`src/rtl/mgpio_pkg.sv`:
```
package mgpio_pkg;
  // configuration register slots, word index paddr[4:2] above the data window
  typedef enum logic [2:0] {
    SLOT_DIR    = 3'd0,
    SLOT_SENSE  = 3'd1,
    SLOT_BOTH   = 3'd2,
    SLOT_EVENT  = 3'd3,
    SLOT_ENABLE = 3'd4,
    SLOT_RAW    = 3'd5,
    SLOT_MASKED = 3'd6,
    SLOT_CLEAR  = 3'd7
  } cfg_slot_e;

  localparam int unsigned SYNC_STAGES = 2;
endpackage

```
`src/rtl/mgpio_sync.sv`:
```
module mgpio_sync #(
  parameter int unsigned W      = 8,
  parameter int unsigned STAGES = 2
) (
  input  logic         clk,
  input  logic         rst_n,
  input  logic [W-1:0] async_i,
  output logic [W-1:0] sync_o
);
  logic [W-1:0] chain_q [STAGES];

  for (genvar s = 0; s < STAGES; s++) begin : g_stage
    if (s == 0) begin : g_first
      always_ff @(posedge clk or negedge rst_n) begin
        if (!rst_n) chain_q[s] <= '0;
        else        chain_q[s] <= async_i;
      end
    end else begin : g_next
      always_ff @(posedge clk or negedge rst_n) begin
        if (!rst_n) chain_q[s] <= '0;
        else        chain_q[s] <= chain_q[s-1];
      end
    end
  end

  assign sync_o = chain_q[STAGES-1];
endmodule

```
`src/rtl/mgpio_irq.sv`:
```
module mgpio_irq #(
  parameter int unsigned W = 8
) (
  input  logic         clk,
  input  logic         rst_n,
  input  logic [W-1:0] lvl_i,
  input  logic [W-1:0] sense_i,
  input  logic [W-1:0] both_i,
  input  logic [W-1:0] event_i,
  input  logic [W-1:0] clr_i,
  output logic [W-1:0] raw_o
);
  logic [W-1:0] prev_q;
  logic [W-1:0] lat_q;
  logic [W-1:0] hit;

  always_ff @(posedge clk or negedge rst_n) begin
    if (!rst_n) prev_q <= '0;
    else        prev_q <= lvl_i;
  end

  for (genvar p = 0; p < W; p++) begin : g_pin
    logic rise, fall;
    assign rise = lvl_i[p] & ~prev_q[p];
    assign fall = ~lvl_i[p] & prev_q[p];
    always_comb begin
      if (sense_i[p])     hit[p] = 1'b0;
      else if (both_i[p]) hit[p] = rise | fall;
      else if (event_i[p]) hit[p] = rise;
      else                hit[p] = fall;
    end
    // level pins follow the line, edge pins show the latch
    assign raw_o[p] = sense_i[p] ? ~(lvl_i[p] ^ event_i[p]) : lat_q[p];
  end

  // set has priority over clear
  always_ff @(posedge clk or negedge rst_n) begin
    if (!rst_n) lat_q <= '0;
    else        lat_q <= (lat_q & ~clr_i) | hit;
  end

  AST_CLEAR_ONLY_ONES: assert property (@(posedge clk) disable iff (!rst_n)
    1'b1 |=> (($past(lat_q) & ~$past(clr_i) & ~lat_q) == '0));
  AST_EDGE_BEATS_CLEAR: assert property (@(posedge clk) disable iff (!rst_n)
    1'b1 |=> (($past(hit) & ~lat_q) == '0));
endmodule

```
`src/rtl/mgpio_regs.sv`:
```
module mgpio_regs
  import mgpio_pkg::*;
#(
  parameter int unsigned W  = 8,
  parameter int unsigned AW = W + 4
) (
  input  logic          clk,
  input  logic          rst_n,
  input  logic          psel,
  input  logic          penable,
  input  logic          pwrite,
  input  logic [AW-1:0] paddr,
  input  logic [W-1:0]  pwdata,
  output logic [W-1:0]  prdata,
  input  logic [W-1:0]  pin_view_i,
  input  logic [W-1:0]  raw_i,
  output logic [W-1:0]  dir_o,
  output logic [W-1:0]  latch_o,
  output logic [W-1:0]  sense_o,
  output logic [W-1:0]  both_o,
  output logic [W-1:0]  event_o,
  output logic [W-1:0]  enable_o,
  output logic [W-1:0]  clr_o
);
  localparam int unsigned TOP_W = AW - (W + 2);

  logic            wr_en, rd_en;
  logic            in_win, in_cfg;
  logic [W-1:0]    win_mask;
  cfg_slot_e       slot;
  logic [TOP_W-1:0] region;

  assign region   = paddr[AW-1:W+2];
  assign win_mask = paddr[W+1:2];
  assign slot     = cfg_slot_e'(paddr[4:2]);
  assign in_win   = (region == '0);
  assign in_cfg   = (region == TOP_W'(1)) && (paddr[W+1:5] == '0);
  assign wr_en    = psel & penable & pwrite;
  assign rd_en    = psel & ~pwrite;

  logic wr_win, wr_cfg;
  assign wr_win = wr_en & in_win;
  assign wr_cfg = wr_en & in_cfg;

  always_ff @(posedge clk or negedge rst_n) begin
    if (!rst_n) begin
      latch_o  <= '0;
      dir_o    <= '0;
      sense_o  <= '0;
      both_o   <= '0;
      event_o  <= '0;
      enable_o <= '0;
    end else begin
      if (wr_win) latch_o <= (latch_o & ~win_mask) | (pwdata & win_mask);
      if (wr_cfg) begin
        case (slot)
          SLOT_DIR:    dir_o    <= pwdata;
          SLOT_SENSE:  sense_o  <= pwdata;
          SLOT_BOTH:   both_o   <= pwdata;
          SLOT_EVENT:  event_o  <= pwdata;
          SLOT_ENABLE: enable_o <= pwdata;
          default:     ;
        endcase
      end
    end
  end

  assign clr_o = (wr_cfg && slot == SLOT_CLEAR) ? pwdata : '0;

  always_comb begin
    prdata = '0;
    if (rd_en && in_win) begin
      prdata = pin_view_i & win_mask;
    end else if (rd_en && in_cfg) begin
      case (slot)
        SLOT_DIR:    prdata = dir_o;
        SLOT_SENSE:  prdata = sense_o;
        SLOT_BOTH:   prdata = both_o;
        SLOT_EVENT:  prdata = event_o;
        SLOT_ENABLE: prdata = enable_o;
        SLOT_RAW:    prdata = raw_i;
        SLOT_MASKED: prdata = raw_i & enable_o;
        default:     prdata = '0;
      endcase
    end
  end

  AST_MASKED_WRITE_KEEPS: assert property (@(posedge clk) disable iff (!rst_n)
    wr_win |=> (((latch_o ^ $past(latch_o)) & ~$past(win_mask)) == '0));
  AST_UNSELECTED_READ_ZERO: assert property (@(posedge clk) disable iff (!rst_n)
    (rd_en && in_win) |-> ((prdata & ~win_mask) == '0));
  AST_STATUS_READ_ONLY: assert property (@(posedge clk) disable iff (!rst_n)
    (wr_cfg && (slot == SLOT_RAW || slot == SLOT_MASKED)) |=> $stable(enable_o));
endmodule

```
`src/rtl/mgpio_top.sv`:
```
module mgpio_top
  import mgpio_pkg::*;
(
  input  logic        clk,
  input  logic        rst_n,
  input  logic        psel,
  input  logic        penable,
  input  logic        pwrite,
  input  logic [11:0] paddr,
  input  logic [7:0]  pwdata,
  output logic [7:0]  prdata,
  input  logic [7:0]  gpio_in,
  output logic [7:0]  gpio_out,
  output logic [7:0]  gpio_oe,
  output logic        irq
);
  localparam int unsigned NPINS = 8;
  localparam int unsigned AW    = NPINS + 4;

  logic [NPINS-1:0] pin_sync, pin_view, raw, dir, latch;
  logic [NPINS-1:0] sense, both, evt, enable, clr;

  mgpio_sync #(.W(NPINS), .STAGES(SYNC_STAGES)) u_sync (
    .clk(clk), .rst_n(rst_n), .async_i(gpio_in), .sync_o(pin_sync)
  );

  assign pin_view = (dir & latch) | (~dir & pin_sync);

  mgpio_regs #(.W(NPINS), .AW(AW)) u_regs (
    .clk(clk), .rst_n(rst_n), .psel(psel), .penable(penable), .pwrite(pwrite),
    .paddr(paddr), .pwdata(pwdata), .prdata(prdata),
    .pin_view_i(pin_view), .raw_i(raw),
    .dir_o(dir), .latch_o(latch), .sense_o(sense), .both_o(both),
    .event_o(evt), .enable_o(enable), .clr_o(clr)
  );

  mgpio_irq #(.W(NPINS)) u_irq (
    .clk(clk), .rst_n(rst_n), .lvl_i(pin_sync), .sense_i(sense),
    .both_i(both), .event_i(evt), .clr_i(clr), .raw_o(raw)
  );

  assign gpio_out = latch;
  assign gpio_oe  = dir;
  assign irq      = |(raw & enable);

  AST_IRQ_NEEDS_ENABLE: assert property (@(posedge clk) disable iff (!rst_n)
    irq |-> (enable != '0));
  AST_OE_ONLY_BY_WRITE: assert property (@(posedge clk) disable iff (!rst_n)
    !$stable(gpio_oe) |-> $past(psel & penable & pwrite));
endmodule

```
`config.mk`:
```
export PLATFORM = sky130hd
export DESIGN_NAME = mgpio_top
export DESIGN_NICKNAME = d
export VERILOG_FILES = /design/src/rtl/mgpio_pkg.sv /design/src/rtl/mgpio_sync.sv /design/src/rtl/mgpio_irq.sv /design/src/rtl/mgpio_regs.sv /design/src/rtl/mgpio_top.sv
export SDC_FILE = /design/constraint.sdc
export NUM_CORES = 1
export LEC_CHECK = 0
export CELL_PAD_IN_SITES_DETAIL_PLACEMENT = 1
export CELL_PAD_IN_SITES_GLOBAL_PLACEMENT = 1
export CORE_MARGIN = 8
export CORE_UTILIZATION = 44
export CTS_CLUSTER_SIZE = 25
export DETAILED_ROUTE_END_ITERATION = 12
export PLACE_DENSITY_LB_ADDON = 0.1
export SLEW_MARGIN = 25
export SYNTH_ARGS = -nofsm -noshare
export SYNTH_HDL_FRONTEND = slang
export SYNTH_HIERARCHICAL = 1
export SYNTH_SLANG_ARGS = --single-unit
```
`constraint.sdc`:
```
create_clock -name clk -period 1.7 [get_ports clk]
set_input_delay 0.17 -clock clk [delete_from_list [all_inputs] [get_ports clk]]
set_output_delay 0.17 -clock clk [all_outputs]
set_load 0.01 [all_outputs]
```
==> results.json <==
{
  "synth_warnings": 6,
  "clk_path_buf_depth": 2,
  "avgViaCountPerCell": 5.277,
  "final_nets": 566,
  "fmax_mhz": 488.1,
  "grt_max_degree": 40,
  "rr_worst_depth": 6,
  "clock_skew_ps": 8.857,
  "io_pins": 58,
  "rows": 36,
  "cts_tree": "yes",
  "dp.cells": 626,
  "leakagePower_uw": 0.002900,
  "final_cells": 654,
  "timing.rr.start": "u_sync/sync_o[0]$_DFF_PN0_",
  "crit_required_ps": 1530,
  "clockRootBuffer": "clkbuf_8",
  "crit_path_cell_trace": "xnor2_2, nand2_1, o21ai_2, mux2i_1, a21oi_1, a22oi_1, o22ai_1, buf_2",
  "cts_htree_levels": 3,
  "async_reset_ff_share_pct": 100.0,
  "min_period_ps": 2049,
  "outcome": "finished with violations",
  "gp_congestion": 0.7969,
  "synthTopCellsByArea": "dfrtp_1 47%, mux2_2 11%, ha_1 4.7%",
  "dp_hpwl_mm": 8.849,
  "synth_area_um2": 4300,
  "r2r_slack_ps": 220,
  "synth_ff_type": "dfrtp_1",
  "maxCapViolCount": 0,
  "synth_edf_count": 0,
  "synth.top_cell.area_share_pct": 46.55,
  "drive_gt1_share_pct": 39.54,
  "ir_drop_uv": 677.8,
  "gr-total-overflow": 0,
  "setup_viol": 9,
  "grt_pass1_vias": 3907,
  "drt-initial-drc-count": 119,
  "track_usage_pct": 19.80,
  "startpoint_type": "register",
  "yosysUniqueCellTypes": 38,
  "synth_top_family_by_area": "multiplexers",
  "diodes": 0,
  "clk_latency_ps": 370,
  "tightest_slew_ps": 377.3,
  "area_delta_synth_final_pct": 39.71,
  "die_width_um": 114.9,
  "fin_ws_ps": -348.6,
  "slew_viol_final": 0,
  "hp-start": "paddr[6]",
  "hold_viol": 0,
  "drt.antenna.violating_nets": 0,
  "clock-sinks": 80,
  "synth_nets": 423,
  "clk_pin_slew_worst_paths_ps": 80,
  "cp_max_fo": 3,
  "cp_slowest_stage_delay_ps": 410,
  "routedWlPerCell_um": 19.22,
  "p_per_area_nw_per_um2": 719.0,
  "cp_num_buf_inv": 1,
  "fin_util_pct": 62.33,
  "grt_pass1_wl_mm": 20.04,
  "slew_headroom_pct": 74.85,
  "die_area_um2": 13190,
  "placed_cell_area_um2": 5597,
  "critPathTopFamily": "compound AO/OA/AOI/OAI gates",
  "yosysTopAreaCell": "dfrtp_1",
  "ys_ff_latch": 80,
  "dr.pass1.iters": 4,
  "slowest_stage": "dfrtp_1",
  "reg2reg_to": "u_irq/lat_q[0]$_DFF_PN0_",
  "failed_checks": "negative setup slack",
  "synthAdderAreaFrac_pct": 4.655,
  "synth-xor-area-share_pct": 1.629,
  "cp_data_arrival_time_ps": 1880,
  "dp_slack_ps": -672.5,
  "cts_buffers": 9,
  "end_kind": "output pin",
  "synth.area.mux_share_pct": 21.44,
  "core_area_um2": 9639,
  "post-route-cell-area_um2": 6008,
  "yosys.area_share.simple_pct": 10.62,
  "floorplan.initialDensity_pct": 44.61,
  "period_share_pct": 120.5,
  "antenna_found_initial": 0,
  "port_buffers": 55,
  "ys_seq_area_share_pct": 46.55,
  "routed_wl_mm": 12.57,
  "critical_path_class": "register to output pin",
  "rsz0062_at_grt": "true",
  "die_h_um": 114.9,
  "hold_class": "input pin to register",
  "post-route-drc-count": 0,
  "synth_compound_area_share_pct": 9.980,
  "vias": 3451,
  "hold_depth": 3,
  "synth.avg_cell_area_um2": 11.50,
  "synth_cells": 374,
  "fin_tns_setup_ps": -2465
}
cell usage in the layout, fill, tap and decap left out, types with 7 or more instances in the layout:
master | netlist | final
mux2_4 | 13 | 14
nand3b_1 | 9 | 9
clkdlybuf4s50_1 | 0 | 38
buf_4 | 8 | 84
nand2_1 | 25 | 25
o21ai_2 | 0 | 8
dfrtp_1 | 80 | 80
buf_2 | 5 | 10
inv_1 | 27 | 26
o22ai_1 | 7 | 7
mux2_2 | 43 | 42
ha_1 | 16 | 16
a21oi_1 | 16 | 14
and2_1 | 9 | 9
clkbuf_8 | 0 | 9
o21ai_1 | 16 | 23
mux2i_1 | 13 | 13
mux2_1 | 8 | 8
flip-flops by register name, indices dropped and copies added (netlist names), named ones only:
signal,cells
u_regs/dir_o,8
u_sync/chain_q,8
u_regs/event_o,8
u_regs/enable_o,8
u_irq/lat_q,8
u_irq/prev_q,8
u_regs/both_o,8
u_regs/sense_o,8
u_sync/sync_o,8
layout make-up:
class / count / area (um2)
Tap cell: 133 / 166.4
Sequential cell: 80 / 2002
Multi-Input combinational cell: 247 / 2178
Inverter: 27 / 105.1
Timing Repair Buffer: 152 / 1323
Clock buffer: 10 / 127.6
Clock inverter: 5 / 106.4
Fill cell: 1062 / 3631
stage by stage:
step | hold slack (ps) | total power (uW)
floorplan | -125.6 | 2294
global placement | 117.5 | 2636
finish | 197.3 | 4320
global route | 202.8 | 4490
CTS | 217.7 | 4367
detailed placement | 115.9 | 2655
cells by family (layout without fill, tap and decap cells):
family | count (synthesis) | in the layout
buffers and inverters | 47 | 194
multiplexers | 78 | 78
flip-flops | 80 | 80
adder cells (fa/ha/maj) | 16 | 16
AND/OR/NAND/NOR | 71 | 71
XOR/XNOR | 8 | 8
AO/OA/AOI/OAI | 74 | 74
tightest hold or removal path: stages:
cell      delay [ps]
clkbuf_2         140
nand2_1           80
mux2_2           140
per-layer routing:
layer,track usage [%],share of wire (%),wire length [um],vias up
met1,22.86,42,5277,1762
met2,35.07,52,6499,60
met5,0,0,0,-
met3,4.622,3.8,474,24
li1,-,-,-,1605
met4,6.918,2.5,316,0
timing repair:
action | 4_1_cts | 5_1_grt
buffers inserted | 7 | 6
resized for setup | 69 | 19
pin swaps | 36 | 19
hold buffers | 1 | 0
setup endpoints to repair | 49 | 42
hold endpoints to repair | 26 | 0
report_power, final:
part / internal, uW / switching (uW) / leakage, uW
registers: 1970 / 48.3 / 0.00101
logic: 337 / 285 / 0.00178
clock network: 970 / 709 / 0.000113
cell usage after synthesis, types with 7 or more instances:
cell type,number
xnor2_1,8
a21oi_1,16
dfrtp_1,80
nand3b_1,9
a22oi_1,10
mux2_4,13
nand2_1,25
mux2i_1,13
inv_1,27
and2_1,9
buf_4,8
ha_1,16
mux2_1,8
o21ai_0,16
o22ai_1,7
o21ai_1,16
mux2_2,43
worst max-delay path by stage:
stage,cells past startpoint,to,slack [ps],startpoint
final,8,prdata[1],-350,u_regs/event_o[1]$_DFFE_PN0P_
after global routing,8,prdata[1],-470,u_regs/event_o[1]$_DFFE_PN0P_
after floorplan,8,prdata[1],160,u_sync/sync_o[1]$_DFF_PN0_
after detailed placement,6,prdata[1],-670,paddr[6]
after CTS,8,prdata[1],-420,u_regs/event_o[1]$_DFFE_PN0P_
after global placement,8,prdata[1],-670,paddr[3]
Note: power is estimated with default switching activity, not from simulation.
